### config.mk
export PLATFORM = sky130hd
export DESIGN_NAME = dqm_timing_unit
export DESIGN_NICKNAME = d
export VERILOG_FILES = /design/src/rtl/dqm_pkg.sv /design/src/rtl/dqm_lane_map.sv /design/src/rtl/dqm_wr_gate.sv /design/src/rtl/dqm_rd_delay.sv /design/src/rtl/dqm_timing_unit.sv
export SDC_FILE = /design/constraint.sdc
export NUM_CORES = 1
export LEC_CHECK = 0
export BUFFER_PORTS_ARGS = -buffer_cell sky130_fd_sc_hd__clkbuf_2
export CAP_MARGIN = 25
export CORE_AREA = 2 2 45 47
export DETAILED_ROUTE_END_ITERATION = 8
export DIE_AREA = 0 0 47 49
export HOLD_SLACK_MARGIN = 0.12
export MAX_ROUTING_LAYER = met4
export PLACE_DENSITY_LB_ADDON = 0.08
export SYNTH_ARGS = -nofsm -noshare
export SYNTH_HDL_FRONTEND = slang
export SYNTH_SLANG_ARGS = --single-unit
### constraint.sdc
create_clock -name clk -period 1.1 [get_ports clk]
set_input_delay 0.11 -clock clk [delete_from_list [all_inputs] [get_ports clk]]
set_output_delay 0.11 -clock clk [all_outputs]
set_load 0.01 [all_outputs]
### src/rtl/dqm_pkg.sv
package dqm_pkg;

  localparam int MAX_DQ     = 16;
  localparam int WIDE_LANES = 2;

  // number of independently masked lanes for a given word width
  function automatic int lane_count(input int dq_width);
    return (dq_width == 16) ? WIDE_LANES : 1;
  endfunction

  // bits per lane
  function automatic int lane_bits(input int dq_width);
    return dq_width / lane_count(dq_width);
  endfunction

  // a lane is enabled for writing when the beat is a write and it is unmasked
  function automatic logic write_allow(input logic wr_mode, input logic lane_masked);
    return wr_mode & ~lane_masked;
  endfunction

  // a lane drives when read data is valid and its delayed mask is low
  function automatic logic drive_allow(input logic rd_valid, input logic late_mask);
    return rd_valid & ~late_mask;
  endfunction

endpackage

### src/rtl/dqm_lane_map.sv
module dqm_lane_map #(
  parameter int DQ_WIDTH = 16,
  localparam int LANES   = dqm_pkg::lane_count(DQ_WIDTH)
) (
  input  logic             mask_lo,
  input  logic             mask_hi,
  output logic [LANES-1:0] lane_mask
);

  generate
    if (LANES == 2) begin : g_wide
      assign lane_mask = {mask_hi, mask_lo};
    end else begin : g_narrow
      logic unused_mask_hi;
      assign unused_mask_hi = mask_hi;
      assign lane_mask      = mask_lo;
    end
  endgenerate

endmodule

### src/rtl/dqm_wr_gate.sv
module dqm_wr_gate #(
  parameter int DQ_WIDTH = 16,
  localparam int LANES   = dqm_pkg::lane_count(DQ_WIDTH),
  localparam int LW      = dqm_pkg::lane_bits(DQ_WIDTH)
) (
  input  logic                wr_mode,
  input  logic [LANES-1:0]    lane_mask,
  input  logic [DQ_WIDTH-1:0] wr_data,
  output logic [LANES-1:0]    wr_en,
  output logic [DQ_WIDTH-1:0] wr_out
);

  for (genvar l = 0; l < LANES; l++) begin : g_lane
    assign wr_en[l]            = dqm_pkg::write_allow(wr_mode, lane_mask[l]);
    assign wr_out[l*LW +: LW]  = wr_en[l] ? wr_data[l*LW +: LW] : '0;
  end

endmodule

### src/rtl/dqm_rd_delay.sv
module dqm_rd_delay #(
  parameter int LANES  = 2,
  parameter int RD_LAT = 2
) (
  input  logic             clk,
  input  logic             rst_n,
  input  logic [LANES-1:0] lane_mask,
  output logic [LANES-1:0] late_mask
);

  logic [LANES-1:0] stage_q [RD_LAT];

  for (genvar s = 0; s < RD_LAT; s++) begin : g_stage
    logic [LANES-1:0] stage_d;
    if (s == 0) begin : g_head
      assign stage_d = lane_mask;
    end else begin : g_body
      assign stage_d = stage_q[s-1];
    end
    always_ff @(posedge clk or negedge rst_n) begin
      if (!rst_n) stage_q[s] <= '1;
      else        stage_q[s] <= stage_d;
    end
  end

  assign late_mask = stage_q[RD_LAT-1];

endmodule

### src/rtl/dqm_timing_unit.sv
module dqm_timing_unit #(
  parameter int DQ_WIDTH = 16,
  parameter int RD_LAT   = 2,
  localparam int LANES   = dqm_pkg::lane_count(DQ_WIDTH),
  localparam int LW      = dqm_pkg::lane_bits(DQ_WIDTH)
) (
  input  logic                clk,
  input  logic                rst_n,
  input  logic                mask_lo,
  input  logic                mask_hi,
  input  logic                wr_mode,
  input  logic [DQ_WIDTH-1:0] wr_data,
  input  logic                rd_valid,
  input  logic [DQ_WIDTH-1:0] rd_data,
  output logic [LANES-1:0]    arr_we,
  output logic [DQ_WIDTH-1:0] arr_wdata,
  output logic [LANES-1:0]    drv_oe,
  output logic [DQ_WIDTH-1:0] drv_data
);

  // named internal events
  logic [LANES-1:0] lane_mask;
  logic [LANES-1:0] late_mask;

  dqm_lane_map #(.DQ_WIDTH(DQ_WIDTH)) u_map (
    .mask_lo   (mask_lo),
    .mask_hi   (mask_hi),
    .lane_mask (lane_mask)
  );

  dqm_wr_gate #(.DQ_WIDTH(DQ_WIDTH)) u_wr (
    .wr_mode   (wr_mode),
    .lane_mask (lane_mask),
    .wr_data   (wr_data),
    .wr_en     (arr_we),
    .wr_out    (arr_wdata)
  );

  dqm_rd_delay #(.LANES(LANES), .RD_LAT(RD_LAT)) u_rd (
    .clk       (clk),
    .rst_n     (rst_n),
    .lane_mask (lane_mask),
    .late_mask (late_mask)
  );

  for (genvar l = 0; l < LANES; l++) begin : g_drv
    assign drv_oe[l]             = dqm_pkg::drive_allow(rd_valid, late_mask[l]);
    assign drv_data[l*LW +: LW]  = drv_oe[l] ? rd_data[l*LW +: LW] : '0;
  end

endmodule

* Word level (Yosys, flattened, before mapping)
Index checks and enable logic that the tools add are counted.
** Operators by class
- Bitwise logic cells :: 8
- Mux-type cells :: 4
** Operator list (number)
- 8-bit two-way mux :: 4
- 1-bit AND :: 4
- 1-bit NOT :: 4
** Storage, ports and cells
- Bits of input ports :: 38
- Logic and storage cells :: 14
- Output and inout bits :: 36
- Flip-flop bits (word level) :: 4

* Logic depth before layout (Yosys ltp)
- Word-level depth :: 3
- Gate-level depth with buffers :: 2

* Modules after synthesis
Synthesis repeated with hierarchy kept, for this count alone.
** Unflattened totals
- Cell total of the unflattened synthesis :: 44
- Area total of the unflattened synthesis :: 470.5 µm²
** Modules (own cells, without submodules)
- dqm_timing_unit :: area an instance 175.2 µm², cells each 19, times used 1
- dqm_wr_gate :: area an instance 175.2 µm², cells each 19, times used 1
- dqm_rd_delay :: area an instance 105.1 µm², cells each 4, times used 1
- dqm_lane_map :: area an instance 15.0 µm², cells each 2, times used 1

* Least setup slack after synthesis
OpenSTA, ideal clock, no wires.
- Path kind :: register -> output
- From :: reg u_rd.stage_q, in the netlist u_rd.late_mask[0]
- To :: out drv_data[0]
- Cell stages (with the launch flop) :: 2
- Path buffers :: 0
- Arrival time :: 766 ps
- Setup slack :: 224 ps
- Cell sequence :: dfstp_2 and3b_2
** On the way
- Longest elaborated chain between the ends :: 3
** RTL lines
- start: declaration :: line dqm_rd_delay.sv:11 : logic [LANES-1:0] stage_q [RD_LAT];
- start signal: indexed assignment :: line dqm_rd_delay.sv:22 : else stage_q[s] <= stage_d;
- 1-bit NOT :: line dqm_pkg.sv:23 : return rd_valid & ~late_mask;
- 1-bit AND :: line dqm_pkg.sv:23
- 8-bit two-way mux :: line dqm_timing_unit.sv:48 : assign drv_data[l*LW +: LW] = drv_oe[l] ? rd_data[l*LW +: LW] : '0;
- end: declaration :: line dqm_timing_unit.sv:18 : output logic [DQ_WIDTH-1:0] drv_data
No other way between the ends.

* Worst setup path in the final report
- From :: reg u_rd.stage_q, in the netlist u_rd.late_mask[0]
- To :: out drv_data[7]
The elaborated chain is that of the path after synthesis.

==> results.ini <==
[sta]
fmax_ghz = 0.8066
period_share_pct = 112.7
min_period_ps = 1240
hold_viol = 0
rsz0062_at_grt = yes
maxSlewHeadroom_pct = 84.30
worst_pin_slew_ps = 235.5
finClkSkew_ps = 0.03626
setup_slack_ps = -139.8
setup_viol = 17
slew_violations = 0

[clock_tree]
numClockSinks = 4
insertion_delay_ps = 230
h-tree-depth = 1
clk_pin_slew_ps = 40
post_cts_resized = 0
cts_buffers = 3
post_cts_buffers = 0
cts_tree = done
clockBufferDepth = 2
cts_root_buffer = clkbuf_4

[logic_synthesis]
avgSynthCellArea_sq_um = 10.84
post_synth_num_cell_types = 6
yosysSeqAreaShare_pct = 23.08
syn_inst = 42
yosys_warnings = 0
ys_ff_latch = 4
synth_area_sq_um = 455.4
syn_nets = 80

[global_route]
grt_max_degree = 19
grt_pass1_vias = 519
busiest_layer = met2
antenna_found_initial = 0
overflow = 0
met1_usage_pct = 11.11
grtUsageMet2_pct = 20.78
grt_pass1_wl_mm = 1.959
met3_usage_pct = 2.593
track_usage_pct = 11.87

[final_layout]
diodes = 0
nFillCells = 186
area_growth_pct = 94.23
drive_above_1_share_pct = 79.83
final_nets = 159
final_common_cell = clkbuf_2
layout_common_cells = clkbuf_2 (73), and3b_1 (17), and3b_2 (15)

[job]
maxCapViolCount = 0

[critical_path]
crit_path_max_incr_delay_ps = 570
reg2reg_depth = 0
critical-path-top-delay-family = flip-flops
crit_slowest_cell = dfstp_2
cp_max_fo = 9
critical_path.cell_chain = and3b_2 -> clkbuf_2
cp-end-kind = output pin
critPathRequiredTime_ps = 990
path_depth = 2
arrival_ps = 1130
reg2reg_from = u_rd.g_stage[1].stage_d[0]
reg2reg_setup_slack_ps = 540
worstSetupStartpointType = flip-flop
worstSetupPathType = flip-flop to output pin
worst-path-buf-inv = 1
r2r_end = u_rd.late_mask[0]

[outcome]
outcome = finished, violations left
violations = setup timing

[routing]
drt_first_pass_iters = 4
detail-route-antenna-nets = 0
avgViaCountPerCell = 4.240
wl_per_cell_microns = 9.623
route.detailed.drc = 0
num_vias = 619
drt-total-wl_mm = 1.405
drtIter0Drc = 2

[placement]
gp_congestion = 0.6376
port-buffer-count = 73
dpl.hpwl_mm = 1.219
dp_slack_ps = 90.01

[die]
die_area_sq_mm = 0.002303
start_util_pct = 24.73
die_h_microns = 49
fp.dieW_microns = 47
top_level_ports = 74
coreArea_sq_mm = 0.001842
rows = 16

[pwr]
peakVddDrop_mv = 0.3762
p_leak_nw = 0.6209
cellPowerDensity_mw_per_mm2 = 638.7
report.power.total_mw = 0.5650

[min_path]
hold_end = u_rd.late_mask[1]
hold_depth = 0
min-delay-start = u_rd.g_stage[1].stage_d[1]
hold_path_class = flip-flop to flip-flop

==> metal layers <==
layer  vias to the layer above  part of all wire [%]  routed length [microns]
met4                         0                     0                        0
li1                        311                     -                        -
met3                         0                    17                      242
met5                         -                     0                        0
met1                       254                    37                      514
met2                        54                    46                      648
==> registers in the layout (all words and copies together), names as in the netlist <==
register	cells
u_rd.late_mask	2
u_rd.g_stage.stage_d	2
==> cells by family (layout without fill, tap and decap cells) <==
logic type | after synthesis | after routing | synth area share [%]
AND/OR/NAND/NOR | 36 | 36 | 71.98
flip-flops | 4 | 4 | 23.08
buffers and inverters | 2 | 79 | 4.945
==> Yosys cell counts <==
cell type  count  area share (%)
and3b_1       17              33
and3b_2       15              33
dfstp_2        4              23
and2b_1        3             4.9
buf_6          2             4.9
nor2b_1        1             1.4
==> stage by stage <==
step / setup TNS [ps] / area, sq um / utilization, % / cells / hold WS [ps]
2_1_floorplan: 0 / 455.4 / - / 42 / -37.84
3_3_place_gp: 0 / 832.0 / 45.18 / 140 / 105.8
3_5_place_dp: 0 / 832.0 / 45.18 / 140 / 108.4
4_1_cts: -2396 / 884.6 / 48.03 / 146 / 353.4
5_1_grt: -2937 / 884.6 / 48.03 / 146 / 354.0
6_report: -2044 / 884.6 / 48.03 / 146 / 352.3
==> timing repair <==
item	CTS	global route
endpoints found under the setup margin	18	18
hold endpoints to repair	6	0
hold buffers	3	0
==> area by class of cell <==
cell class / count / area (sq um) / share of cell area [%]
flip-flops and latches: 4 / 105.1 / 11.88
repair buffers: 76 / 395.4 / 44.70
well taps: 27 / 33.78 / 3.819
clock buffers: 3 / 22.52 / 2.546
multi-input cells: 36 / 327.8 / 37.06
==> worst max path at each step <==
stage / slack [ps] / to / start
global route: -200 / drv_data[2] / u_rd.late_mask[0]
detailed placement: 90 / drv_data[3] / u_rd.late_mask[0]
global placement: 90 / drv_data[0] / u_rd.late_mask[0]
floorplan: 220 / drv_data[0] / u_rd.late_mask[0]
CTS: -160 / drv_data[3] / u_rd.late_mask[0]
finish: -140 / drv_data[7] / u_rd.late_mask[0]
==> where the power goes <==
group	switching [mW]	internal [mW]	total (mW)
Combinational	0.0933	0.129	0.222
Sequential	0.00672	0.162	0.168
Clock	0.0527	0.122	0.174
Note: power is estimated with default switching activity, not from simulation.
